$ cat src/rtl/ddr_seq_pkg.sv
`timescale 1ns/1ps
package ddr_seq_pkg;

  // {cs_n, ras_n, cas_n, we_n}
  typedef enum logic [3:0] {
    CMD_ACT = 4'b0011,
    CMD_RD  = 4'b0101,
    CMD_WR  = 4'b0100,
    CMD_PRE = 4'b0010,
    CMD_REF = 4'b0001,
    CMD_NOP = 4'b0111
  } cmd_t;

  typedef enum logic [2:0] {
    ST_IDLE,
    ST_PRE,
    ST_ACT,
    ST_COL,
    ST_RPRE,
    ST_REF
  } seq_st_t;

endpackage

$ cat src/rtl/ddr_gap_timer.sv
`timescale 1ns/1ps
// Minimum-gap counter: after load with N, ready again N cycles later.
module ddr_gap_timer #(
  parameter int W = 8
) (
  input  logic         clk,
  input  logic         rst,
  input  logic         load,
  input  logic [W-1:0] len,
  output logic         ready
);
  logic [W-1:0] cnt;

  always_ff @(posedge clk) begin
    if (rst) begin
      cnt <= '0;
    end else if (load) begin
      cnt <= (len == '0) ? '0 : len - 1'b1;
    end else if (cnt != '0) begin
      cnt <= cnt - 1'b1;
    end
  end

  assign ready = (cnt == '0);
endmodule

$ cat src/rtl/ddr_bank_track.sv
`timescale 1ns/1ps
// Per-bank open flag and open row.
module ddr_bank_track #(
  parameter int NB = 4,
  parameter int RW = 12,
  localparam int BW = $clog2(NB)
) (
  input  logic            clk,
  input  logic            rst,
  input  logic            set_en,
  input  logic [BW-1:0]   set_bank,
  input  logic [RW-1:0]   set_row,
  input  logic            clr_en,
  input  logic [BW-1:0]   clr_bank,
  input  logic            clr_all,
  output logic [NB-1:0]   open_o,
  output logic [NB*RW-1:0] rows_o
);
  for (genvar b = 0; b < NB; b++) begin : g_bank
    logic          is_open;
    logic [RW-1:0] row_q;

    always_ff @(posedge clk) begin
      if (rst) begin
        is_open <= 1'b0;
        row_q   <= '0;
      end else if (clr_all || (clr_en && clr_bank == BW'(b))) begin
        is_open <= 1'b0;
      end else if (set_en && set_bank == BW'(b)) begin
        is_open <= 1'b1;
        row_q   <= set_row;
      end
    end

    assign open_o[b]            = is_open;
    assign rows_o[b*RW +: RW]   = row_q;
  end
endmodule

$ cat src/rtl/ddr_ref_timer.sv
`timescale 1ns/1ps
// Refresh interval timer with pending flag.
module ddr_ref_timer #(
  parameter int REFI = 780,
  localparam int W = $clog2(REFI + 1)
) (
  input  logic clk,
  input  logic rst,
  input  logic ack,
  output logic pend
);
  logic [W-1:0] cnt;

  always_ff @(posedge clk) begin
    if (rst) begin
      cnt  <= '0;
      pend <= 1'b0;
    end else begin
      if (cnt == W'(REFI - 1)) begin
        cnt  <= '0;
        pend <= 1'b1;
      end else begin
        cnt <= cnt + 1'b1;
        if (ack) pend <= 1'b0;
      end
    end
  end
endmodule

$ cat src/rtl/ddr_cmd_seq.sv
`timescale 1ns/1ps
module ddr_cmd_seq #(
  parameter int NB    = 4,
  parameter int RW    = 12,
  parameter int CW    = 10,
  parameter int T_RCD = 3,
  parameter int T_RP  = 3,
  parameter int T_RFC = 8,
  parameter int REFI  = 780,
  parameter int TW    = 8
) (
  input  logic          clk,
  input  logic          rst,
  input  logic          req_valid,
  output logic          req_ready,
  input  logic          req_write,
  input  logic [1:0]    req_bank,
  input  logic [11:0]   req_row,
  input  logic [9:0]    req_col,
  input  logic          req_autopre,
  input  logic [1:0]    req_blen,
  output logic          cmd_cs_n,
  output logic          cmd_ras_n,
  output logic          cmd_cas_n,
  output logic          cmd_we_n,
  output logic [1:0]    cmd_ba,
  output logic [11:0]   cmd_addr
);
  import ddr_seq_pkg::*;

  localparam int BW     = $clog2(NB);
  localparam int AW     = RW;
  localparam int AP_BIT = 10;

  function automatic logic [TW-1:0] half_burst(input logic [1:0] code);
    case (code)
      2'd0:    return TW'(1);
      2'd1:    return TW'(2);
      default: return TW'(4);
    endcase
  endfunction

  seq_st_t       st, st_n;
  logic          q_write, q_ap;
  logic [BW-1:0] q_bank;
  logic [RW-1:0] q_row;
  logic [CW-1:0] q_col;
  logic [1:0]    q_blen;

  cmd_t          cmd_q, cmd_n;
  logic [BW-1:0] ba_q, ba_n;
  logic [AW-1:0] addr_q, addr_n;

  logic rcd_ld, rp_ld, col_ld, rfc_ld;
  logic [TW-1:0] rp_len, col_len;
  logic rcd_rdy, rp_rdy, col_rdy, rfc_rdy;

  logic set_en, clr_en, clr_all, ref_ack, accept;
  logic [NB-1:0]    bank_open;
  logic [NB*RW-1:0] bank_rows;
  logic             ref_pend;
  logic             req_is_open, req_is_hit, any_open;

  ddr_gap_timer #(.W(TW)) u_rcd (
    .clk(clk), .rst(rst), .load(rcd_ld), .len(TW'(T_RCD)), .ready(rcd_rdy)
  );
  ddr_gap_timer #(.W(TW)) u_rp (
    .clk(clk), .rst(rst), .load(rp_ld), .len(rp_len), .ready(rp_rdy)
  );
  ddr_gap_timer #(.W(TW)) u_col (
    .clk(clk), .rst(rst), .load(col_ld), .len(col_len), .ready(col_rdy)
  );
  ddr_gap_timer #(.W(TW)) u_rfc (
    .clk(clk), .rst(rst), .load(rfc_ld), .len(TW'(T_RFC)), .ready(rfc_rdy)
  );

  ddr_bank_track #(.NB(NB), .RW(RW)) u_banks (
    .clk(clk), .rst(rst),
    .set_en(set_en), .set_bank(q_bank), .set_row(q_row),
    .clr_en(clr_en), .clr_bank(q_bank), .clr_all(clr_all),
    .open_o(bank_open), .rows_o(bank_rows)
  );

  ddr_ref_timer #(.REFI(REFI)) u_ref (
    .clk(clk), .rst(rst), .ack(ref_ack), .pend(ref_pend)
  );

  assign req_ready   = (st == ST_IDLE) && !ref_pend;
  assign accept      = req_ready && req_valid;
  assign req_is_open = bank_open[req_bank];
  assign req_is_hit  = req_is_open && (bank_rows[req_bank*RW +: RW] == req_row);
  assign any_open    = |bank_open;

  always_comb begin
    st_n    = st;
    cmd_n   = CMD_NOP;
    ba_n    = '0;
    addr_n  = '0;
    rcd_ld  = 1'b0;
    rp_ld   = 1'b0;
    rp_len  = TW'(T_RP);
    col_ld  = 1'b0;
    col_len = half_burst(q_blen);
    rfc_ld  = 1'b0;
    set_en  = 1'b0;
    clr_en  = 1'b0;
    clr_all = 1'b0;
    ref_ack = 1'b0;
    case (st)
      ST_IDLE: begin
        if (ref_pend) begin
          st_n = any_open ? ST_RPRE : ST_REF;
        end else if (accept) begin
          if (req_is_hit)       st_n = ST_COL;
          else if (req_is_open) st_n = ST_PRE;
          else                  st_n = ST_ACT;
        end
      end
      ST_PRE: begin
        if (col_rdy) begin
          cmd_n  = CMD_PRE;
          ba_n   = q_bank;
          rp_ld  = 1'b1;
          clr_en = 1'b1;
          st_n   = ST_ACT;
        end
      end
      ST_ACT: begin
        if (rp_rdy && rfc_rdy) begin
          cmd_n  = CMD_ACT;
          ba_n   = q_bank;
          addr_n = q_row;
          rcd_ld = 1'b1;
          set_en = 1'b1;
          st_n   = ST_COL;
        end
      end
      ST_COL: begin
        if (rcd_rdy && col_rdy) begin
          cmd_n              = q_write ? CMD_WR : CMD_RD;
          ba_n               = q_bank;
          addr_n[CW-1:0]     = q_col;
          addr_n[AP_BIT]     = q_ap;
          col_ld             = 1'b1;
          if (q_ap) begin
            clr_en = 1'b1;
            rp_ld  = 1'b1;
            rp_len = half_burst(q_blen) + TW'(T_RP);
          end
          st_n = ST_IDLE;
        end
      end
      ST_RPRE: begin
        if (col_rdy && rp_rdy) begin
          cmd_n          = CMD_PRE;
          addr_n[AP_BIT] = 1'b1;
          rp_ld          = 1'b1;
          clr_all        = 1'b1;
          st_n           = ST_REF;
        end
      end
      ST_REF: begin
        if (rp_rdy && rfc_rdy) begin
          cmd_n   = CMD_REF;
          rfc_ld  = 1'b1;
          ref_ack = 1'b1;
          st_n    = ST_IDLE;
        end
      end
      default: st_n = ST_IDLE;
    endcase
  end

  always_ff @(posedge clk) begin
    if (rst) begin
      st      <= ST_IDLE;
      cmd_q   <= CMD_NOP;
      ba_q    <= '0;
      addr_q  <= '0;
      q_write <= 1'b0;
      q_ap    <= 1'b0;
      q_bank  <= '0;
      q_row   <= '0;
      q_col   <= '0;
      q_blen  <= '0;
    end else begin
      st     <= st_n;
      cmd_q  <= cmd_n;
      ba_q   <= ba_n;
      addr_q <= addr_n;
      if (accept) begin
        q_write <= req_write;
        q_ap    <= req_autopre;
        q_bank  <= req_bank;
        q_row   <= req_row;
        q_col   <= req_col;
        q_blen  <= req_blen;
      end
    end
  end

  assign {cmd_cs_n, cmd_ras_n, cmd_cas_n, cmd_we_n} = cmd_q;
  assign cmd_ba   = ba_q;
  assign cmd_addr = addr_q;
endmodule

$ cat config.mk
export PLATFORM = sky130hd
export DESIGN_NAME = ddr_cmd_seq
export DESIGN_NICKNAME = d
export VERILOG_FILES = /design/src/rtl/ddr_seq_pkg.sv /design/src/rtl/ddr_gap_timer.sv /design/src/rtl/ddr_bank_track.sv /design/src/rtl/ddr_ref_timer.sv /design/src/rtl/ddr_cmd_seq.sv
export SDC_FILE = /design/constraint.sdc
export NUM_CORES = 1
export LEC_CHECK = 0
export BUFFER_PORTS_ARGS = -buffer_cell sky130_fd_sc_hd__buf_4
export CAP_MARGIN = 20
export CORE_UTILIZATION = 30
export CTS_CLUSTER_SIZE = 8
export DETAILED_ROUTE_END_ITERATION = 12
export SLEW_MARGIN = 5
export SYNTH_ARGS = -nofsm -noshare
export SYNTH_HDL_FRONTEND = slang
export SYNTH_SLANG_ARGS = --single-unit
$ cat constraint.sdc
create_clock -name clk -period 8.39 [get_ports clk]
set_input_delay 0.839 -clock clk [delete_from_list [all_inputs] [get_ports clk]]
set_output_delay 0.839 -clock clk [all_outputs]
set_load 0.02 [all_outputs]
==> run summary <==
Setup Fix Bufs, Post-CTS = 0
Io pins = 50
Post-DP HPWL = 10,000 um
Clk root buf = clkbuf_16
Main synth FF type = dfxtp_1
First drt pass iteration count = 9
Asr flop ratio synth = 0
FF-to-FF path depth = 6
Worst setup SP type = flip-flop
Most frequent cells after synthesis = 143 x dfxtp_1, 101 x nor2_1, 82 x nand2_1
Worst min path class = reg2reg
Clk_skew = 0.00805 ns
Synthesized flop and latch total = 143
DR WL/cell = 14.4 um
Initial core utilization = 0.306
Slew margin rel. = 0.265
PortBufs = 48
Worst Setup End Kind = flip-flop
Antenna violations before repair = 0
GP Congestion = 0.809
Cell with the most instances after synthesis = dfxtp_1
Largest net degree at the start of global routing = 92
Reg2reg setup slack = 5.11 ns
Share of cells above drive strength 1 = 0.134
Fmax = 0.305 GHz
Synth area leader = dfxtp_1
Post-CTS sizing = 0
Antenna-violating nets left = 0
Post-route cell area = 7540 um2
Required time of the critical path = 8.66 ns
First-pass GRT wire length = 24,400 um
Clock Latency Late Sink = 0.43 ns
TritonCTS buffer count = 17
CTS tree = yes
Worst path max stage delay = 0.77 ns
WP data arrival = 3.55 ns
Final WL = 14,900 um
Post-Syn Area = 6410 um2
Seq/Total Area, Yosys = 0.447
Synth Area per Inst = 9.02 um2
Total track usage = 0.143
Iter 0 DRT Violations = 342
Max-cap violations = 0
Slew Viols, Final = 0
Run status = finished, violations left
# diodes = 0
Final Net Count = 788
Failing checks = design-rule violations
Tightest Pin Transition = 1.10 ns
Die X = 148 um
Vias in the first global route = 4,744
Area Overhead vs Synth = 17.7%
Setup TNS = 0 ns
LEAKAGE = 0.00308 uW
Mapped Cells = 710
Count of warnings emitted by yosys = 0
DRC viols = 2
Die ar. = 21,900 um2
Reg clk slew, reported paths = 0.06 ns
H-tree level count = 4
Worst reg2reg path endpoint = u_banks.g_bank[3].row_q[10]$_SDFFE_PP0P_
Slowest CP cell = nor2_2
Rows = 53
Ranking of synthesized cells by area = dfxtp_1 45%, mux2i_1 8.9%, nor2_1 5.9%
GRT overflow = 0
Cell Chain, Critical Path = or4_4 > or4b_1 > or3_1 > nor2_2 > mux2i_1 > nor2_1
Post-synth top area share = 0.447
Vias per cell = 4.78
RSZ-0062 raised after global routing = no
Hold_sp = q_col[6]$_SDFFE_PP0P_
Crit Path Max Fanout = 13
Worst ir drop on vdd = 0.135 mV
Fin crit share = 0.391
Final setup viols = 0
Dpl cell area = 6970 um2
CTS max path bufs = 2
WS Path Type = reg2reg
Fin util = 0.360
Power density over the cells = 304 nW/um2
Number of synthesized flops with an enable pin = 0
Reg-to-Reg Start = u_rfc.cnt[3]$_SDFFE_PP0P_
Hold Path End = q_col[6]$_SDFFE_PP0P_
Post-cts hold buffer count = 0
Cell depth of the worst hold path = 2
Total core area = 21,000 um2
Fin. Hold Viols = 0
Synth cell types = 62
Via Count = 4,931
Period minus WS final = 3.28 ns
Die Ht = 148 um
Clock tree sinks = 143
## worst max-delay path by stage
stage | cells after the start | startpoint | slack, ns | endpoint
6_report | 6 | u_rfc.cnt[3]$_SDFFE_PP0P_ | 5.11 | u_banks.g_bank[3].row_q[10]$_SDFFE_PP0P_
2_1_floorplan | 8 | u_rcd.cnt[2]$_SDFFE_PP0P_ | 5.45 | u_rp.cnt[3]$_SDFFE_PP0P_
4_1_cts | 6 | u_rfc.cnt[3]$_SDFFE_PP0P_ | 5.09 | u_banks.g_bank[3].row_q[10]$_SDFFE_PP0P_
5_1_grt | 6 | u_rfc.cnt[3]$_SDFFE_PP0P_ | 4.93 | u_banks.g_bank[3].row_q[6]$_SDFFE_PP0P_
3_3_place_gp | 6 | u_rfc.cnt[3]$_SDFFE_PP0P_ | 5.14 | u_banks.g_bank[3].row_q[6]$_SDFFE_PP0P_
3_5_place_dp | 6 | u_rfc.cnt[3]$_SDFFE_PP0P_ | 5.11 | u_banks.g_bank[3].row_q[10]$_SDFFE_PP0P_
## critical path, delay by kind of cell (launching register included)
| family | cells | cell delay (ns) |
|---|---|---|
| flip-flops | 1 | 0.33 |
| multiplexers | 1 | 0.28 |
| AND/OR/NAND/NOR | 5 | 2.51 |
## through the flow
stage	worst slack, ns	power (uW)	hold WS [ns]	instances
global placement	5.14	1570	0.441	998
floorplan	5.45	1400	0.426	711
CTS	5.09	2310	0.458	1031
finish	5.11	2290	0.458	1031
detailed placement	5.11	1580	0.450	999
global route	4.93	2440	0.474	1031
## sequential cells by signal, indices dropped and copies added (netlist names)
| signal | count |
|---|---|
| cmd_addr | 12 |
| cmd_ba | 2 |
| cmd_q | 3 |
| q_ap | 1 |
| q_bank | 2 |
| q_blen | 2 |
| q_col | 10 |
| q_row | 12 |
| q_write | 1 |
| st | 3 |
| u_banks.g_bank.is_open | 4 |
| u_banks.g_bank.row_q | 48 |
| u_col.cnt | 8 |
| u_rcd.cnt | 8 |
| u_ref.cnt | 10 |
| u_ref.pend | 1 |
| u_rfc.cnt | 8 |
| u_rp.cnt | 8 |
## layout by cell type, fill, tap and decap left out, drive strengths merged, types with 11 or more instances in the layout
cell type and instances:
xnor2 29, clkbuf 24, nor3 29, mux2i 57, ha 14, nand2 82
buf 54, nor2 102, inv 21, a21oi 48, xor2 18, a22oi 11
dfxtp 143
## final cells by class
type,instances,area [um2]
repair buffers,54,403
flip-flops and latches,143,2860
fillers,2160,13400
well taps,275,344
clock inverters,8,80.1
multi-input cells,506,3280
clock buffers,24,492
inverters,21,78.8
## cells by family after synthesis
logic type	after synthesis	share of synthesized area
AOI/OAI and AO/OA	99	0.0975
xor gates and xnor gates	47	0.0643
adders and majority gates	14	0.0273
buffers and inverters	62	0.0418
DFF	143	0.447
muxes	66	0.121
other	1	0.000585
and+or+nand+nor	278	0.201
## metal layers
layer,vias up,routed length [um],GRT usage
li1,2518,-,-
met1,2326,6970,0.182
met2,74,7190,0.235
met3,13,521,0.0310
met4,0,206,0.0562
met5,-,0,0
## power breakdown
| group | leakage, uW | internal, uW | switching (uW) |
|---|---|---|---|
| sequential | 0.00116 | 782 | 112 |
| clock | 0.000285 | 440 | 288 |
| combinational | 0.00163 | 286 | 384 |
| total | 0.00308 | 1510 | 785 |
(Power assumes the default switching activity.)
